**src/rtl/swd_pkg.sv**
```systemverilog
package swd_pkg;
  localparam logic [2:0] ACK_OK    = 3'b001;
  localparam logic [2:0] ACK_WAIT  = 3'b010;
  localparam logic [2:0] ACK_FAULT = 3'b100;
  localparam int unsigned HDR_BITS = 8;
  localparam int unsigned ACK_BITS = 3;

  typedef enum logic [3:0] {
    PH_IDLE,
    PH_HDR,
    PH_TRN_A,
    PH_ACK,
    PH_RDAT,
    PH_TRN_W,
    PH_WDAT,
    PH_TRN_E,
    PH_DONE
  } phase_e;

  function automatic logic ack_legal(input logic [2:0] a);
    return (a == ACK_OK) || (a == ACK_WAIT) || (a == ACK_FAULT);
  endfunction
endpackage

```
**src/rtl/swd_clk_phase.sv**
```systemverilog
module swd_clk_phase (
  input  logic clk,
  input  logic rst_n,
  input  logic tick,
  input  logic run,
  output logic swclk,
  output logic rise,
  output logic fall
);
  assign rise = run & tick & ~swclk;
  assign fall = run & tick & swclk;

  always_ff @(posedge clk or negedge rst_n) begin
    if (!rst_n)      swclk <= 1'b0;
    else if (!run)   swclk <= 1'b0;
    else if (tick)   swclk <= ~swclk;
  end
endmodule

```
**src/rtl/swd_hdr_pack.sv**
```systemverilog
module swd_hdr_pack (
  input  logic       rnw,
  input  logic       ap,
  input  logic [1:0] addr,
  output logic [7:0] hdr
);
  logic par;
  assign par = ap ^ rnw ^ addr[0] ^ addr[1];
  // slot 7 (park) is never driven; value is don't-care, kept high
  assign hdr = {1'b1, 1'b0, par, addr[1], addr[0], rnw, ap, 1'b1};
endmodule

```
**src/rtl/swd_shift_in.sv**
```systemverilog
module swd_shift_in #(
  parameter int unsigned W = 8
) (
  input  logic         clk,
  input  logic         rst_n,
  input  logic         clr,
  input  logic         en,
  input  logic         din,
  output logic [W-1:0] q
);
  always_ff @(posedge clk or negedge rst_n) begin
    if (!rst_n)    q <= '0;
    else if (clr)  q <= '0;
    else if (en)   q <= {din, q[W-1:1]};
  end
endmodule

```
**src/rtl/swd_host_engine.sv**
```systemverilog
module swd_host_engine #(
  parameter int unsigned DATA_W = 32,
  parameter int unsigned TRN_W  = 2
) (
  input  logic              clk,
  input  logic              rst_n,
  input  logic              tick,
  input  logic [TRN_W-1:0]  trn_cfg,
  input  logic              req_valid,
  output logic              req_ready,
  input  logic              req_rnw,
  input  logic              req_ap,
  input  logic [1:0]        req_addr,
  input  logic [DATA_W-1:0] req_wdata,
  output logic              rsp_valid,
  input  logic              rsp_ready,
  output logic [2:0]        rsp_ack,
  output logic              rsp_proto_err,
  output logic [DATA_W-1:0] rsp_rdata,
  output logic              rsp_perr,
  output logic              swclk,
  output logic              swdio_o,
  output logic              swdio_oe,
  input  logic              swdio_i
);
  import swd_pkg::*;

  localparam int unsigned DW_P   = DATA_W + 1;
  localparam int unsigned CNT_W  = $clog2(DW_P + 1);
  localparam int unsigned IDX_W  = $clog2(DATA_W);

  phase_e             ph;
  logic [CNT_W-1:0]   cnt;
  logic [CNT_W-1:0]   len;
  logic [TRN_W-1:0]   trn_len;
  logic               lat_rnw, lat_ap;
  logic [1:0]         lat_addr;
  logic [DATA_W-1:0]  lat_wdata;
  logic [7:0]         hdr;
  logic [2:0]         ack_q;
  logic [DW_P-1:0]    dat_q;
  logic               run, rise, fall, last, accept, rd_ok;

  assign req_ready = (ph == PH_IDLE);
  assign accept    = req_ready & req_valid;
  assign run       = (ph != PH_IDLE) && (ph != PH_DONE);

  swd_clk_phase u_clk (
    .clk(clk), .rst_n(rst_n), .tick(tick), .run(run),
    .swclk(swclk), .rise(rise), .fall(fall)
  );

  swd_hdr_pack u_hdr (
    .rnw(lat_rnw), .ap(lat_ap), .addr(lat_addr), .hdr(hdr)
  );

  swd_shift_in #(.W(ACK_BITS)) u_ack (
    .clk(clk), .rst_n(rst_n), .clr(accept),
    .en(rise && ph == PH_ACK), .din(swdio_i), .q(ack_q)
  );

  swd_shift_in #(.W(DW_P)) u_dat (
    .clk(clk), .rst_n(rst_n), .clr(accept),
    .en(rise && ph == PH_RDAT), .din(swdio_i), .q(dat_q)
  );

  always_comb begin
    unique case (ph)
      PH_HDR:                     len = CNT_W'(HDR_BITS);
      PH_ACK:                     len = CNT_W'(ACK_BITS);
      PH_RDAT, PH_WDAT:           len = CNT_W'(DW_P);
      PH_TRN_A, PH_TRN_W, PH_TRN_E: len = CNT_W'(trn_len);
      default:                    len = CNT_W'(1);
    endcase
  end
  assign last = (cnt == len - CNT_W'(1));

  always_ff @(posedge clk or negedge rst_n) begin
    if (!rst_n) begin
      ph        <= PH_IDLE;
      cnt       <= '0;
      trn_len   <= TRN_W'(1);
      lat_rnw   <= 1'b0;
      lat_ap    <= 1'b0;
      lat_addr  <= '0;
      lat_wdata <= '0;
    end else begin
      unique case (ph)
        PH_IDLE: if (req_valid) begin
          ph        <= PH_HDR;
          cnt       <= '0;
          trn_len   <= (trn_cfg == '0) ? TRN_W'(1) : trn_cfg;
          lat_rnw   <= req_rnw;
          lat_ap    <= req_ap;
          lat_addr  <= req_addr;
          lat_wdata <= req_wdata;
        end
        PH_DONE: if (rsp_ready) ph <= PH_IDLE;
        default: if (fall) begin
          if (!last) cnt <= cnt + CNT_W'(1);
          else begin
            cnt <= '0;
            unique case (ph)
              PH_HDR:   ph <= PH_TRN_A;
              PH_TRN_A: ph <= PH_ACK;
              PH_ACK:   ph <= (ack_q != ACK_OK) ? PH_TRN_E :
                              (lat_rnw ? PH_RDAT : PH_TRN_W);
              PH_RDAT:  ph <= PH_TRN_E;
              PH_TRN_W: ph <= PH_WDAT;
              default:  ph <= PH_DONE;
            endcase
          end
        end
      endcase
    end
  end

  // line drive: changes only when ph/cnt change, i.e. on falling edges
  always_comb begin
    swdio_oe = 1'b0;
    swdio_o  = 1'b0;
    unique case (ph)
      PH_IDLE, PH_DONE: swdio_oe = 1'b1;
      PH_HDR: begin
        swdio_oe = (cnt != CNT_W'(HDR_BITS - 1));
        swdio_o  = swdio_oe & hdr[cnt[2:0]];
      end
      PH_WDAT: begin
        swdio_oe = 1'b1;
        swdio_o  = (cnt == CNT_W'(DATA_W)) ? ^lat_wdata
                                            : lat_wdata[cnt[IDX_W-1:0]];
      end
      default: ;
    endcase
  end

  assign rd_ok         = lat_rnw && (ack_q == ACK_OK);
  assign rsp_valid     = (ph == PH_DONE);
  assign rsp_ack       = ack_q;
  assign rsp_proto_err = ~ack_legal(ack_q);
  assign rsp_rdata     = rd_ok ? dat_q[DATA_W-1:0] : '0;
  assign rsp_perr      = rd_ok & (^dat_q);
endmodule

```
**config.mk**
```make
export PLATFORM = sky130hd
export DESIGN_NAME = swd_host_engine
export DESIGN_NICKNAME = d
export VERILOG_FILES = /design/src/rtl/swd_pkg.sv /design/src/rtl/swd_clk_phase.sv /design/src/rtl/swd_hdr_pack.sv /design/src/rtl/swd_shift_in.sv /design/src/rtl/swd_host_engine.sv
export SDC_FILE = /design/constraint.sdc
export NUM_CORES = 1
export LEC_CHECK = 0
export BUFFER_PORTS_ARGS = -buffer_cell sky130_fd_sc_hd__buf_2
export CAP_MARGIN = 20
export CELL_PAD_IN_SITES_DETAIL_PLACEMENT = 1
export CELL_PAD_IN_SITES_GLOBAL_PLACEMENT = 1
export CORE_MARGIN = 4
export CORE_UTILIZATION = 30
export DETAILED_ROUTE_END_ITERATION = 8
export PLACE_DENSITY = 0.67
export SETUP_SLACK_MARGIN = 0.2
export SLEW_MARGIN = 20
export SYNTH_ARGS = -nofsm -noshare
export SYNTH_HDL_FRONTEND = slang
export SYNTH_SLANG_ARGS = --single-unit
```
**constraint.sdc**
```tcl
create_clock -name clk -period 4.4 [get_ports clk]
set_clock_uncertainty 0.15 [all_clocks]
set_input_delay 0.22 -clock clk [delete_from_list [all_inputs] [get_ports clk]]
set_output_delay 0.22 -clock clk [all_outputs]
set_load 0.005 [all_outputs]
```
==> impl_results.md <==
- Post-layout util: 39.09%
- Worst-Margin Slew: 0.9048 ns
- Cell Pwr Density: 632.4 nW/um2
- Post-cts sizing count: 0
- Post-cts hold buffer count: 41
- Number of global-route vias before repair: 4428
- Vias per inst: 4.983
- Hold crit path type: in -> reg
- #FFs+latches synth: 85
- Slew Limit Fails: 0
- Vias: 4101
- Routed Antenna Nets: 0
- Pleak: 2.863 nW
- Clock Tree Buf Depth: 2
- Grt peak-use layer: met2
- CP Capture Type: flop
- Part of the power in the clock network: 19.8%
- Num CTS Buffers: 9
- Rel. slew slack: 39.68%
- I/O pin count: 86
- R2R depth: 8
- First-pass GRT wire length: 24.41 mm
- Critical-path cell with the highest stage delay: dfrtp_1
- Hold Path Origin: tick
- DIE AREA: 18670 um2
- Total power: 3.970 mW
- Largest net degree at the start of global routing: 86
- Most used DFF post-synth: dfrtp_1
- Ys async rst share: 100.0%
- CTS tree: done
- Net count after synthesis: 544
- Fmax: 307.1 MHz
- Max-cap check violation count: 0
- Combinational group share of total power: 46.3%
- Final setup fails: 0
- Post-DP Area: 5562 um2
- Post-synthesis sequential area ratio: 42.88%
- Met2 usage: 27.11%
- Commonest non-fill, non-tap cells in the layout: dfrtp_1 (84), buf_2 (84), nand2_1 (77), xnor2_1 (59), dlygate4sd3_1 (41)
- DP Worst Slack: 1.170 ns
- Per-cell routed wire length: 17.89 um
- CP Data Arrival Time: 3.34 ns
- Period utilization: 74.02%
- Antenna violations before repair: 0
- Max FO, Critical Path: 19
- Flop2flop setup slack: 1.14 ns
- Met3 usage: 2.500%
- N_diodes: 0
- RR Startpoint: ph[0]
- Drt pass-1 iters: 4
- Internal power: 2.410 mW
- Post-synthesis area per instance: 9.987 um2
- Initial Util: 30.91%
- Sw Pwr: 1.559 mW
- Die width: 136.6 um
- Clock Sinks: 85
- Setup ws final: 1.143 ns
- Hold Path End: u_clk.swclk
- Post-synth EDFFs: 0
- Sw frac: 39.28%
- TNS Setup: 0 ns
- GR Overflow Total: 0
- Core Area: 16060 um2
- Clock Tree Root: clkbuf_16
- Number of setup buffers added after CTS: 0
- Gate Count Post-Synth: 497
- Clk_lat worst skew: 0.35 ns
- Worst setup SP type: flop
- Crit-path cells: nor3b_2, a221oi_1, nor2_1, ha_1, xnor2_1, a2111oi_4, nand2_2, mux2_4
- Area Growth Syn to Fin: 26.47%
- Ratio of cells with drive above 1 in the final layout: 27.35%
- Status: finished clean
- Fin area: 6277 um2
- Die Height: 136.6 um
- Final wirelength: 14.72 mm
- Gr usage total: 16.53%
- Final Hold Fails: 0
- Worst vdd ir: 0.0003711 V
- Port Buf Inserts: 85
- Hold depth: 3
- Slowest stage delay, CP: 0.74 ns
- Netlist cell types: 51
- Minimum clock period: 3.257 ns
- Row cnt: 46
- GRT met1 Usage: 22.32%
- Reg power frac: 33.8%
- # H-tree levels: 3
- Clock transition at path regs: 0.07 ns
- # DRC: 0
- Worst EP required: 4.48 ns
- Post-DP HPWL: 9.426 mm
- Mapped cell area: 4964 um2
- RSZ-0062 raised after global routing: no
- Critical setup path kind: reg -> reg
- Fin nets: 649
- Violation count after the first detailed-route iteration: 197
- Synth Warn #: 0
- Routability Congestion: 0.7482
- Reg2reg end: ph[1]
worst max-delay path: cells and delay by family, from the launching register on:
| family | cells | cell delay [ns] |
|---|---|---|
| AND/OR/NAND/NOR | 3 | 0.39 |
| flip-flops | 1 | 0.74 |
| XOR/XNOR | 1 | 0.16 |
| AO/OA/AOI/OAI | 2 | 1.05 |
| adder cells (fa/ha/maj) | 1 | 0.31 |
| multiplexers | 1 | 0.33 |
area by class of cell:
| class | instances | area [um2] |
|---|---|---|
| clock buffer | 9 | 225.2 |
| clock inverter | 7 | 76.32 |
| fill | 1826 | 9781 |
| inverter | 6 | 22.52 |
| multi-input combinational | 369 | 2675 |
| sequential | 85 | 2128 |
| tap | 216 | 270.3 |
| timing repair buffer | 131 | 879.6 |
state kept, by name, indices dropped and copies added, names as in the netlist:
register and count:
ph 4, u_clk.swclk 1, lat_ap 1, u_dat.q 33, cnt 6, u_ack.q 3
lat_rnw 1, lat_wdata 32, trn_len 2, lat_addr 2
metrics by stage:
stage / hold slack [ns] / cells
CTS: 0.02069 / 823
global placement: 0.2431 / 766
global route: 0.05121 / 823
floorplan: -0.2256 / 497
detailed placement: 0.2500 / 766
finish: 0.03227 / 823
cell families after synthesis:
logic type                 Yosys count  synth area share (%)
buffers and inverters               43                 3.529
muxes                               54                 14.19
AOI/OAI and AO/OA                   70                 9.352
adders and majority gates            3                0.7563
DFF                                 85                 42.88
and+or+nand+nor                    172                 16.94
xor gates and xnor gates            70                 12.35
routing by layer:
metal  vias to the layer above  wire length (um)
li1                       1926                 -
met1                      2072              6777
met2                        80              7164
met3                        23               472
met4                         0               308
met5                         -                 0
Yosys cell counts, types with 4 or more instances:
cell | n | share of area, %
buf_2 | 8 | 0.81
mux2i_1 | 7 | 1.4
and2_1 | 4 | 0.50
a21oi_1 | 40 | 4.0
mux4_2 | 9 | 4.1
xor2_1 | 11 | 1.9
buf_1 | 5 | 0.38
inv_1 | 6 | 0.45
nand2_1 | 78 | 5.9
nor3_1 | 4 | 0.40
and3_1 | 35 | 4.4
nand3_1 | 9 | 0.91
dfrtp_1 | 84 | 42
nor2_1 | 23 | 1.7
clkbuf_1 | 23 | 1.7
mux2_2 | 37 | 8.4
xnor2_1 | 59 | 10
worst max path at each step:
stage	from	to	slack, ns
floorplan	ph[2]	ph[1]	1.59
global placement	ph[2]	ph[1]	1.31
detailed placement	ph[0]	ph[1]	1.17
CTS	ph[0]	ph[1]	1.16
global route	ph[2]	ph[1]	0.97
finish	ph[0]	ph[1]	1.14
power by group through the flow:
stage | Combinational (mW) | Clock [mW] | Sequential, mW
2_1_floorplan | 1.54 | 0 | 1.16
3_3_place_gp | 1.70 | 0 | 1.32
3_5_place_dp | 1.75 | 0 | 1.35
4_1_cts | 1.80 | 0.807 | 1.33
5_1_grt | 1.99 | 0.834 | 1.39
6_report | 1.84 | 0.787 | 1.34
Power figures use the tool's default switching activity.
